===== config.mk =====
export PLATFORM = sky130hd
export DESIGN_NAME = dma_req_router
export DESIGN_NICKNAME = d
export VERILOG_FILES = /design/src/rtl/dmarr_pkg.sv /design/src/rtl/dmarr_sel.sv /design/src/rtl/dmarr_req_gen.sv /design/src/rtl/dmarr_sync_unit.sv /design/src/rtl/dma_req_router.sv
export SDC_FILE = /design/constraint.sdc
export NUM_CORES = 1
export LEC_CHECK = 0
export ABC_AREA = 0
export BUFFER_PORTS_ARGS = -buffer_cell sky130_fd_sc_hd__buf_4
export CAP_MARGIN = 5
export CORE_ASPECT_RATIO = 1.25
export CORE_MARGIN = 2
export CORE_UTILIZATION = 35
export DETAILED_ROUTE_END_ITERATION = 10
export GPL_ROUTABILITY_DRIVEN = 1
export SLEW_MARGIN = 40
export SYNTH_ARGS = -nofsm -noshare
export SYNTH_HDL_FRONTEND = slang
export SYNTH_HIERARCHICAL = 1
export SYNTH_SLANG_ARGS = --single-unit

===== constraint.sdc =====
create_clock -name clk -period 2.9 [get_ports clk]
set_input_delay 0.58 -clock clk [delete_from_list [all_inputs] [get_ports clk]]
set_output_delay 0.58 -clock clk [all_outputs]
set_load 0.02 [all_outputs]

===== src/rtl/dmarr_pkg.sv =====
// Shared types for the DMA request router.
// Assumes: nothing beyond being compiled before the modules that import it.
package dmarr_pkg;

    // Forwarding mode of one output channel.
    typedef enum logic {
        FWD_FREE = 1'b0,
        FWD_SYNC = 1'b1
    } fwd_mode_e;

endpackage


===== src/rtl/dmarr_sel.sv =====
// Index selector: returns bit 'sel_i' of 'vec_i', or 0 when the index is
// past the end of the vector.
// Assumes: SEL_W is wide enough to address all N entries.
module dmarr_sel #(
    parameter int N     = 8,
    parameter int SEL_W = 3
) (
    input  logic [N-1:0]     vec_i,
    input  logic [SEL_W-1:0] sel_i,
    output logic             bit_o
);

    // Compare the index against every position; out-of-range gives 0.
    always_comb begin
        bit_o = 1'b0;
        for (int i = 0; i < N; i++) begin
            if (sel_i == SEL_W'(i)) begin
                bit_o = vec_i[i];
            end
        end
    end

endmodule


===== src/rtl/dmarr_req_gen.sv =====
// One request-generator line: a rising edge on the trigger raises a DMA
// request that is held for cnt_i+1 acknowledged transfers.
// Assumes: ack_i is only meaningful while req_o is high; cnt_i is stable
// while a burst is running.
module dmarr_req_gen #(
    parameter int CNT_W = 4
) (
    input  logic             clk,
    input  logic             rst_n,
    input  logic             en_i,
    input  logic             trig_i,
    input  logic [CNT_W-1:0] cnt_i,
    input  logic             ack_i,
    output logic             req_o
);

    logic             trig_q;
    logic             req_q;
    logic [CNT_W-1:0] rem_q;
    logic             trig_edge;

    assign trig_edge = trig_i & ~trig_q;
    assign req_o     = req_q;

    // Remember the previous trigger level for edge detection.
    always_ff @(posedge clk) begin
        if (!rst_n) begin
            trig_q <= 1'b0;
        end else begin
            trig_q <= trig_i;
        end
    end

    // Start a burst on an idle edge; count acknowledges down to the end.
    always_ff @(posedge clk) begin
        if (!rst_n) begin
            req_q <= 1'b0;
            rem_q <= '0;
        end else if (!en_i) begin
            req_q <= 1'b0;
            rem_q <= '0;
        end else if (!req_q) begin
            if (trig_edge) begin
                req_q <= 1'b1;
                rem_q <= cnt_i;
            end
        end else if (ack_i) begin
            if (rem_q == '0) begin
                req_q <= 1'b0;
            end else begin
                rem_q <= rem_q - 1'b1;
            end
        end
    end

    // an unacknowledged request stays raised on the next cycle
    a_r7_hold_until_ack: assert property (@(posedge clk) disable iff (!rst_n)
        (en_i && req_o && !ack_i) |=> req_o);

    // a request only rises after the trigger was seen high
    a_r7_rise_needs_trigger: assert property (@(posedge clk) disable iff (!rst_n)
        $rose(req_o) |-> $past(trig_i));

    // a disabled line has no request on the following cycle
    a_r8_disabled_drops: assert property (@(posedge clk) disable iff (!rst_n)
        !en_i |=> !req_o);

endmodule


===== src/rtl/dmarr_sync_unit.sv =====
// Per-channel forwarding stage. In free mode the selected request passes
// straight through. In sync mode it passes only while a gate is open. A
// sync rising edge opens the gate, and the gate closes after cnt_i+1
// acknowledged transfers. The stage emits a one-cycle event when a batch
// completes.
// Assumes: mode_i and cnt_i are changed only while the channel is disabled.
module dmarr_sync_unit
    import dmarr_pkg::*;
#(
    parameter int CNT_W = 4
) (
    input  logic             clk,
    input  logic             rst_n,
    input  logic             en_i,
    input  logic             mode_i,
    input  logic             src_req_i,
    input  logic             sync_i,
    input  logic [CNT_W-1:0] cnt_i,
    input  logic             ack_i,
    output logic             req_o,
    output logic             evt_o
);

    logic             sync_q;
    logic             gate_q;
    logic             evt_q;
    logic [CNT_W-1:0] cnt_q;
    logic             is_sync;
    logic             sync_edge;
    logic             done;

    assign is_sync   = (mode_i == FWD_SYNC);
    assign sync_edge = sync_i & ~sync_q;
    assign req_o     = en_i & (gate_q | ~is_sync) & src_req_i;
    assign done      = req_o & ack_i;
    assign evt_o     = evt_q;

    // Remember the previous sync level for edge detection.
    always_ff @(posedge clk) begin
        if (!rst_n) begin
            sync_q <= 1'b0;
        end else begin
            sync_q <= sync_i;
        end
    end

    // Gate control, batch counting and event generation.
    always_ff @(posedge clk) begin
        if (!rst_n) begin
            gate_q <= 1'b0;
            cnt_q  <= '0;
            evt_q  <= 1'b0;
        end else if (!en_i) begin
            gate_q <= 1'b0;
            cnt_q  <= '0;
            evt_q  <= 1'b0;
        end else if (is_sync && sync_edge) begin
            gate_q <= 1'b1;
            cnt_q  <= '0;
            evt_q  <= 1'b0;
        end else if (done) begin
            if (cnt_q == cnt_i) begin
                gate_q <= 1'b0;
                cnt_q  <= '0;
                evt_q  <= 1'b1;
            end else begin
                cnt_q  <= cnt_q + 1'b1;
                evt_q  <= 1'b0;
            end
        end else begin
            evt_q <= 1'b0;
        end
    end

    // a disabled channel never forwards a request
    a_r4_disabled_quiet: assert property (@(posedge clk) disable iff (!rst_n)
        !en_i |-> !req_o);

    // an event pulse only follows an acknowledged transfer
    a_r6_evt_follows_done: assert property (@(posedge clk) disable iff (!rst_n)
        evt_o |-> $past(done));

    // in sync mode the gate is shut when the batch event appears
    a_r5_closed_after_last: assert property (@(posedge clk) disable iff (!rst_n)
        (en_i && is_sync && evt_o) |-> !req_o);

endmodule


===== src/rtl/dma_req_router.sv =====
// DMA request router: per-channel source select over peripheral and
// generator requests, per-channel sync gating and batch events, a shared
// multi-line request generator, and acknowledge steering back to sources.
// Assumes: configuration inputs are quasi-static, and events are used as
// sync or trigger sources only through the registered event outputs.
module dma_req_router #(
    parameter int  NUM_PERIPH = 8,
    parameter int  NUM_GEN    = 4,
    parameter int  NUM_CH     = 4,
    parameter int  NUM_SYNC   = 4,
    parameter int  NUM_TRIG   = 4,
    parameter int  CNT_W      = 4,
    localparam int NUM_SRC    = NUM_PERIPH + NUM_GEN,
    localparam int SRC_W      = $clog2(NUM_SRC + 1),
    localparam int SYNC_SEL_W = $clog2(NUM_SYNC + NUM_CH),
    localparam int TRIG_SEL_W = $clog2(NUM_TRIG + NUM_CH)
) (
    input  logic                         clk,
    input  logic                         rst_n,
    input  logic [NUM_PERIPH-1:0]        periph_req,
    output logic [NUM_PERIPH-1:0]        periph_ack,
    input  logic [NUM_TRIG-1:0]          gen_trig,
    input  logic [NUM_SYNC-1:0]          sync_in,
    input  logic [NUM_CH-1:0]            ch_enable,
    input  logic [NUM_CH*SRC_W-1:0]      ch_src_sel,
    input  logic [NUM_CH-1:0]            ch_sync_mode,
    input  logic [NUM_CH*SYNC_SEL_W-1:0] ch_sync_sel,
    input  logic [NUM_CH*CNT_W-1:0]      ch_req_cnt,
    input  logic [NUM_GEN-1:0]           gen_enable,
    input  logic [NUM_GEN*TRIG_SEL_W-1:0] gen_trig_sel,
    input  logic [NUM_GEN*CNT_W-1:0]     gen_req_cnt,
    input  logic [NUM_CH-1:0]            ch_ack,
    output logic [NUM_CH-1:0]            ch_req,
    output logic [NUM_CH-1:0]            ch_evt
);

    logic [NUM_GEN-1:0]         gen_req;
    logic [NUM_GEN-1:0]         gen_ack;
    logic [NUM_SRC-1:0]         src_req;
    logic [NUM_SRC-1:0]         src_ack;
    logic [NUM_SYNC+NUM_CH-1:0] sync_pool;
    logic [NUM_TRIG+NUM_CH-1:0] trig_pool;

    assign src_req   = {gen_req, periph_req};
    assign sync_pool = {ch_evt, sync_in};
    assign trig_pool = {ch_evt, gen_trig};

    // Steer each completed acknowledge back to the source its channel picked.
    always_comb begin
        src_ack = '0;
        for (int c = 0; c < NUM_CH; c++) begin
            for (int s = 0; s < NUM_SRC; s++) begin
                if (ch_req[c] && ch_ack[c] &&
                    (ch_src_sel[c*SRC_W +: SRC_W] == SRC_W'(s))) begin
                    src_ack[s] = 1'b1;
                end
            end
        end
    end

    assign periph_ack = src_ack[NUM_PERIPH-1:0];
    assign gen_ack    = src_ack[NUM_SRC-1:NUM_PERIPH];

    // Shared request generator, one line per generate iteration.
    for (genvar g = 0; g < NUM_GEN; g++) begin : g_gen
        logic trig_sel_bit;

        dmarr_sel #(
            .N     (NUM_TRIG + NUM_CH),
            .SEL_W (TRIG_SEL_W)
        ) u_trig_sel (
            .vec_i (trig_pool),
            .sel_i (gen_trig_sel[g*TRIG_SEL_W +: TRIG_SEL_W]),
            .bit_o (trig_sel_bit)
        );

        dmarr_req_gen #(
            .CNT_W (CNT_W)
        ) u_line (
            .clk    (clk),
            .rst_n  (rst_n),
            .en_i   (gen_enable[g]),
            .trig_i (trig_sel_bit),
            .cnt_i  (gen_req_cnt[g*CNT_W +: CNT_W]),
            .ack_i  (gen_ack[g]),
            .req_o  (gen_req[g])
        );
    end

    // Output channels: source select, sync select and forwarding stage.
    for (genvar c = 0; c < NUM_CH; c++) begin : g_ch
        logic src_bit;
        logic sync_bit;

        dmarr_sel #(
            .N     (NUM_SRC),
            .SEL_W (SRC_W)
        ) u_src_sel (
            .vec_i (src_req),
            .sel_i (ch_src_sel[c*SRC_W +: SRC_W]),
            .bit_o (src_bit)
        );

        dmarr_sel #(
            .N     (NUM_SYNC + NUM_CH),
            .SEL_W (SYNC_SEL_W)
        ) u_sync_sel (
            .vec_i (sync_pool),
            .sel_i (ch_sync_sel[c*SYNC_SEL_W +: SYNC_SEL_W]),
            .bit_o (sync_bit)
        );

        dmarr_sync_unit #(
            .CNT_W (CNT_W)
        ) u_fwd (
            .clk       (clk),
            .rst_n     (rst_n),
            .en_i      (ch_enable[c]),
            .mode_i    (ch_sync_mode[c]),
            .src_req_i (src_bit),
            .sync_i    (sync_bit),
            .cnt_i     (ch_req_cnt[c*CNT_W +: CNT_W]),
            .ack_i     (ch_ack[c]),
            .req_o     (ch_req[c]),
            .evt_o     (ch_evt[c])
        );
    end

    // an acknowledge reaches a peripheral only while some channel requests
    a_r3_ack_needs_request: assert property (@(posedge clk) disable iff (!rst_n)
        (|periph_ack) |-> (|(ch_req & ch_ack)));

endmodule


==> out/results.txt <==
number of global-route vias before repair: 4323
area leader, netlist: dfxtp_1
Post-Syn Area per Cell: 9.32 um2
port buffer count: 121
share of layout cells above drive strength 1: 0.364
total power: 1.88 mW
first-pass GRT wire length: 20.5 mm
Post-Route WL: 12.9 mm
sequential share of the synthesized area: 0.237
core area: 0.0122 mm2
VDD IR max: 0.236 mV
Min-Delay Path Class: reg2reg
violated checks: negative setup slack
Final GP Congestion: 0.927
H-tree depth: 2
top cell type's share of synthesized area: 0.237
hold_buf cts: 0
reg2reg setup slack: 200 ps
starting density of the core: 0.359
Mapped Nets: 589
headroom to the max-slew limit: 0.641
Skew-Pair Late Insertion Delay: 290 ps
post-synthesis register bit count: 52
maxcap violations: 0
crit path from: ch_src_sel[8]
ranking of synthesized cells by area: dfxtp_1 24%, mux4_1 9.6%, mux2i_1 6.4%, xnor2_1 4.8%, ha_1 3.4%
status: complete, but fails checks
Main synth FF type: dfxtp_1
grt ovf: 0
largest net degree at the start of global routing: 29
reg-to-reg endpoint: g_gen[0].u_line/rem_q[0]$_SDFFE_PN0P_
DR WL/cell: 16.1 um
worst path arrival time: 2480 ps
CTS Root Cell: clkbuf_16
R2R Path Start: g_gen[1].u_line/req_o$_SDFF_PN0_
Synth top cells by count: 52 x dfxtp_1, 40 x nand2_1, 30 x inv_1
critical path endpoint: periph_ack[5]
via count: 4421
die area: 0.0135 mm2
count leader, synth: dfxtp_1
warnings from Yosys: 6
Post-Syn Area: 0.00439 mm2
WP data required: 2320 ps
Hold Crit Depth: 2
fmax: 327 MHz
CTS Buf Count: 5
design area: 0.00608 mm2
DRC Markers: 0
ys async rst share: 0
Placed Area: 0.00576 mm2
final net count: 755
antenna violations before repair: 0
Least-Margin Pin Slew: 538 ps
Post-synth EDFFs: 0
Die X: 104 um
DRT Pass-1 Iters: 4
final period utilization: 1.05
min Tclk post-route: 3060 ps
cell count after synthesis: 471
Worst Skew: 6.28 ps
IO Pins: 122
Site Rows: 45
final worst setup slack: -159 ps
Antenna Nets Post-Route: 0
Final Max Slew Viols: 0
clk buf depth: 2
Fillers: 1167
P per Cell Area: 310 mW/mm2
Hold Fails Final Rpt: 0
die height: 129 um
post-synth cell types: 49
synthesis-to-finish area growth: 38.5%
Setup Viol. Count Final: 8
RSZ-0062 raised after global routing: yes
Inserted Diodes: 0
Tot GR Track Use: 0.187
DP HPWL: 10.5 mm
Setup crit start kind: input pin
CTS tree: done
crit end category: output pin
reg2reg path depth: 12
crit path kind: in2out
Vias/cell: 5.51
clock transition at the registers of the reported paths: 60 ps
CTS sink count: 52
Detailed Route Iter0 Violations: 222
worst-path fanout max: 7
leakage power: 2.59 nW
[flip-flops by register name, indices dropped and copies added, names as in the netlist]
name and flops:
g_ch.u_fwd/sync_q 4, g_gen.u_line/rem_q 16, g_ch.u_fwd/evt_o 4, g_ch.u_fwd/gate_q 4, g_ch.u_fwd/cnt_q 16, g_gen.u_line/req_o 4, g_gen.u_line/trig_q 4
[routing by layer]
metal,GRT usage,part of all wire
met1,0.213,0.41
met2,0.363,0.53
met3,0.0327,0.051
met4,0.0429,0.014
met5,0,0
[cell type report]
class	instances	area [um2]	share of cell area
clock buffers	8	146	0.0241
inverters	30	113	0.0185
multi-input cells	381	3240	0.533
flip-flops and latches	52	1040	0.172
well taps	164	205	0.0338
repair buffers	167	1330	0.219
[layout by cell type, fill, tap and decap left out, types with 9 or more instances in the layout]
master    count
mux2i_1      28
nor2_1       24
ha_1         12
buf_4       156
dfxtp_1      50
nand3b_1     12
inv_1        30
or3_1        12
nand2_1      40
nor2b_1      12
a22oi_1       9
mux4_1       16
a21oi_1      22
nand3_1      26
nor3_1       12
xnor2_1      24
[critical path, stage by stage]
cell      delay [ps]
buf_12           120
mux2i_1          110
or3_1            320
a311oi_2         320
o211a_4          250
nand4b_4         120
or3b_1           400
o311ai_2          70
buf_4            180
[cell families after synthesis]
logic type               count (synthesis)  synth area share
AND/OR/NAND/NOR                        184             0.248
AO/OA/AOI/OAI                          109             0.206
multiplexers                            52             0.180
flip-flops                              52             0.237
buffers and inverters                   38            0.0462
XOR/XNOR                                24            0.0479
adder cells (fa/ha/maj)                 12            0.0342
[worst min path at each step]
stage | start | to
after CTS | g_ch[1].u_fwd/cnt_q[1]$_SDFFE_PP0P_ | g_ch[1].u_fwd/cnt_q[1]$_SDFFE_PP0P_
after global routing | g_ch[1].u_fwd/cnt_q[1]$_SDFFE_PP0P_ | g_ch[1].u_fwd/cnt_q[1]$_SDFFE_PP0P_
final | g_ch[1].u_fwd/cnt_q[1]$_SDFFE_PP0P_ | g_ch[1].u_fwd/cnt_q[1]$_SDFFE_PP0P_
after global placement | g_gen[3].u_line/rem_q[2]$_SDFFE_PN0P_ | g_gen[3].u_line/rem_q[2]$_SDFFE_PN0P_
after floorplan | g_ch[0].u_fwd/cnt_q[1]$_SDFFE_PP0P_ | g_ch[0].u_fwd/cnt_q[1]$_SDFFE_PP0P_
after detailed placement | g_ch[1].u_fwd/cnt_q[1]$_SDFFE_PP0P_ | g_ch[1].u_fwd/cnt_q[1]$_SDFFE_PP0P_
[metrics by stage]
| stage | utilization | std cells | hold slack [ps] | setup TNS, ps | setup slack, ps |
|---|---|---|---|---|---|
| after global routing | 0.498 | 802 | 535 | -1510 | -246 |
| after floorplan | - | 471 | 473 | -627 | -141 |
| after global placement | 0.471 | 787 | 490 | -3100 | -281 |
| final | 0.498 | 802 | 508 | -809 | -159 |
| after CTS | 0.492 | 798 | 509 | -845 | -156 |
| after detailed placement | 0.471 | 787 | 499 | -4160 | -353 |
[power breakdown]
group / switching, mW / total, mW / internal, mW
logic: 0.238 / 0.531 / 0.293
registers: 0.0153 / 0.748 / 0.733
clock network: 0.259 / 0.604 / 0.345
total: 0.512 / 1.88 / 1.37
[what timing repair did]
| item | in CTS | in global routing |
|---|---|---|
| pin swaps | 12 | 7 |
| setup endpoints to repair | 8 | 22 |
| buffers inserted | 3 | 4 |
| gates resized for setup | 21 | 10 |
| gates cloned | 0 | 0 |
(Power assumes the default switching activity.)
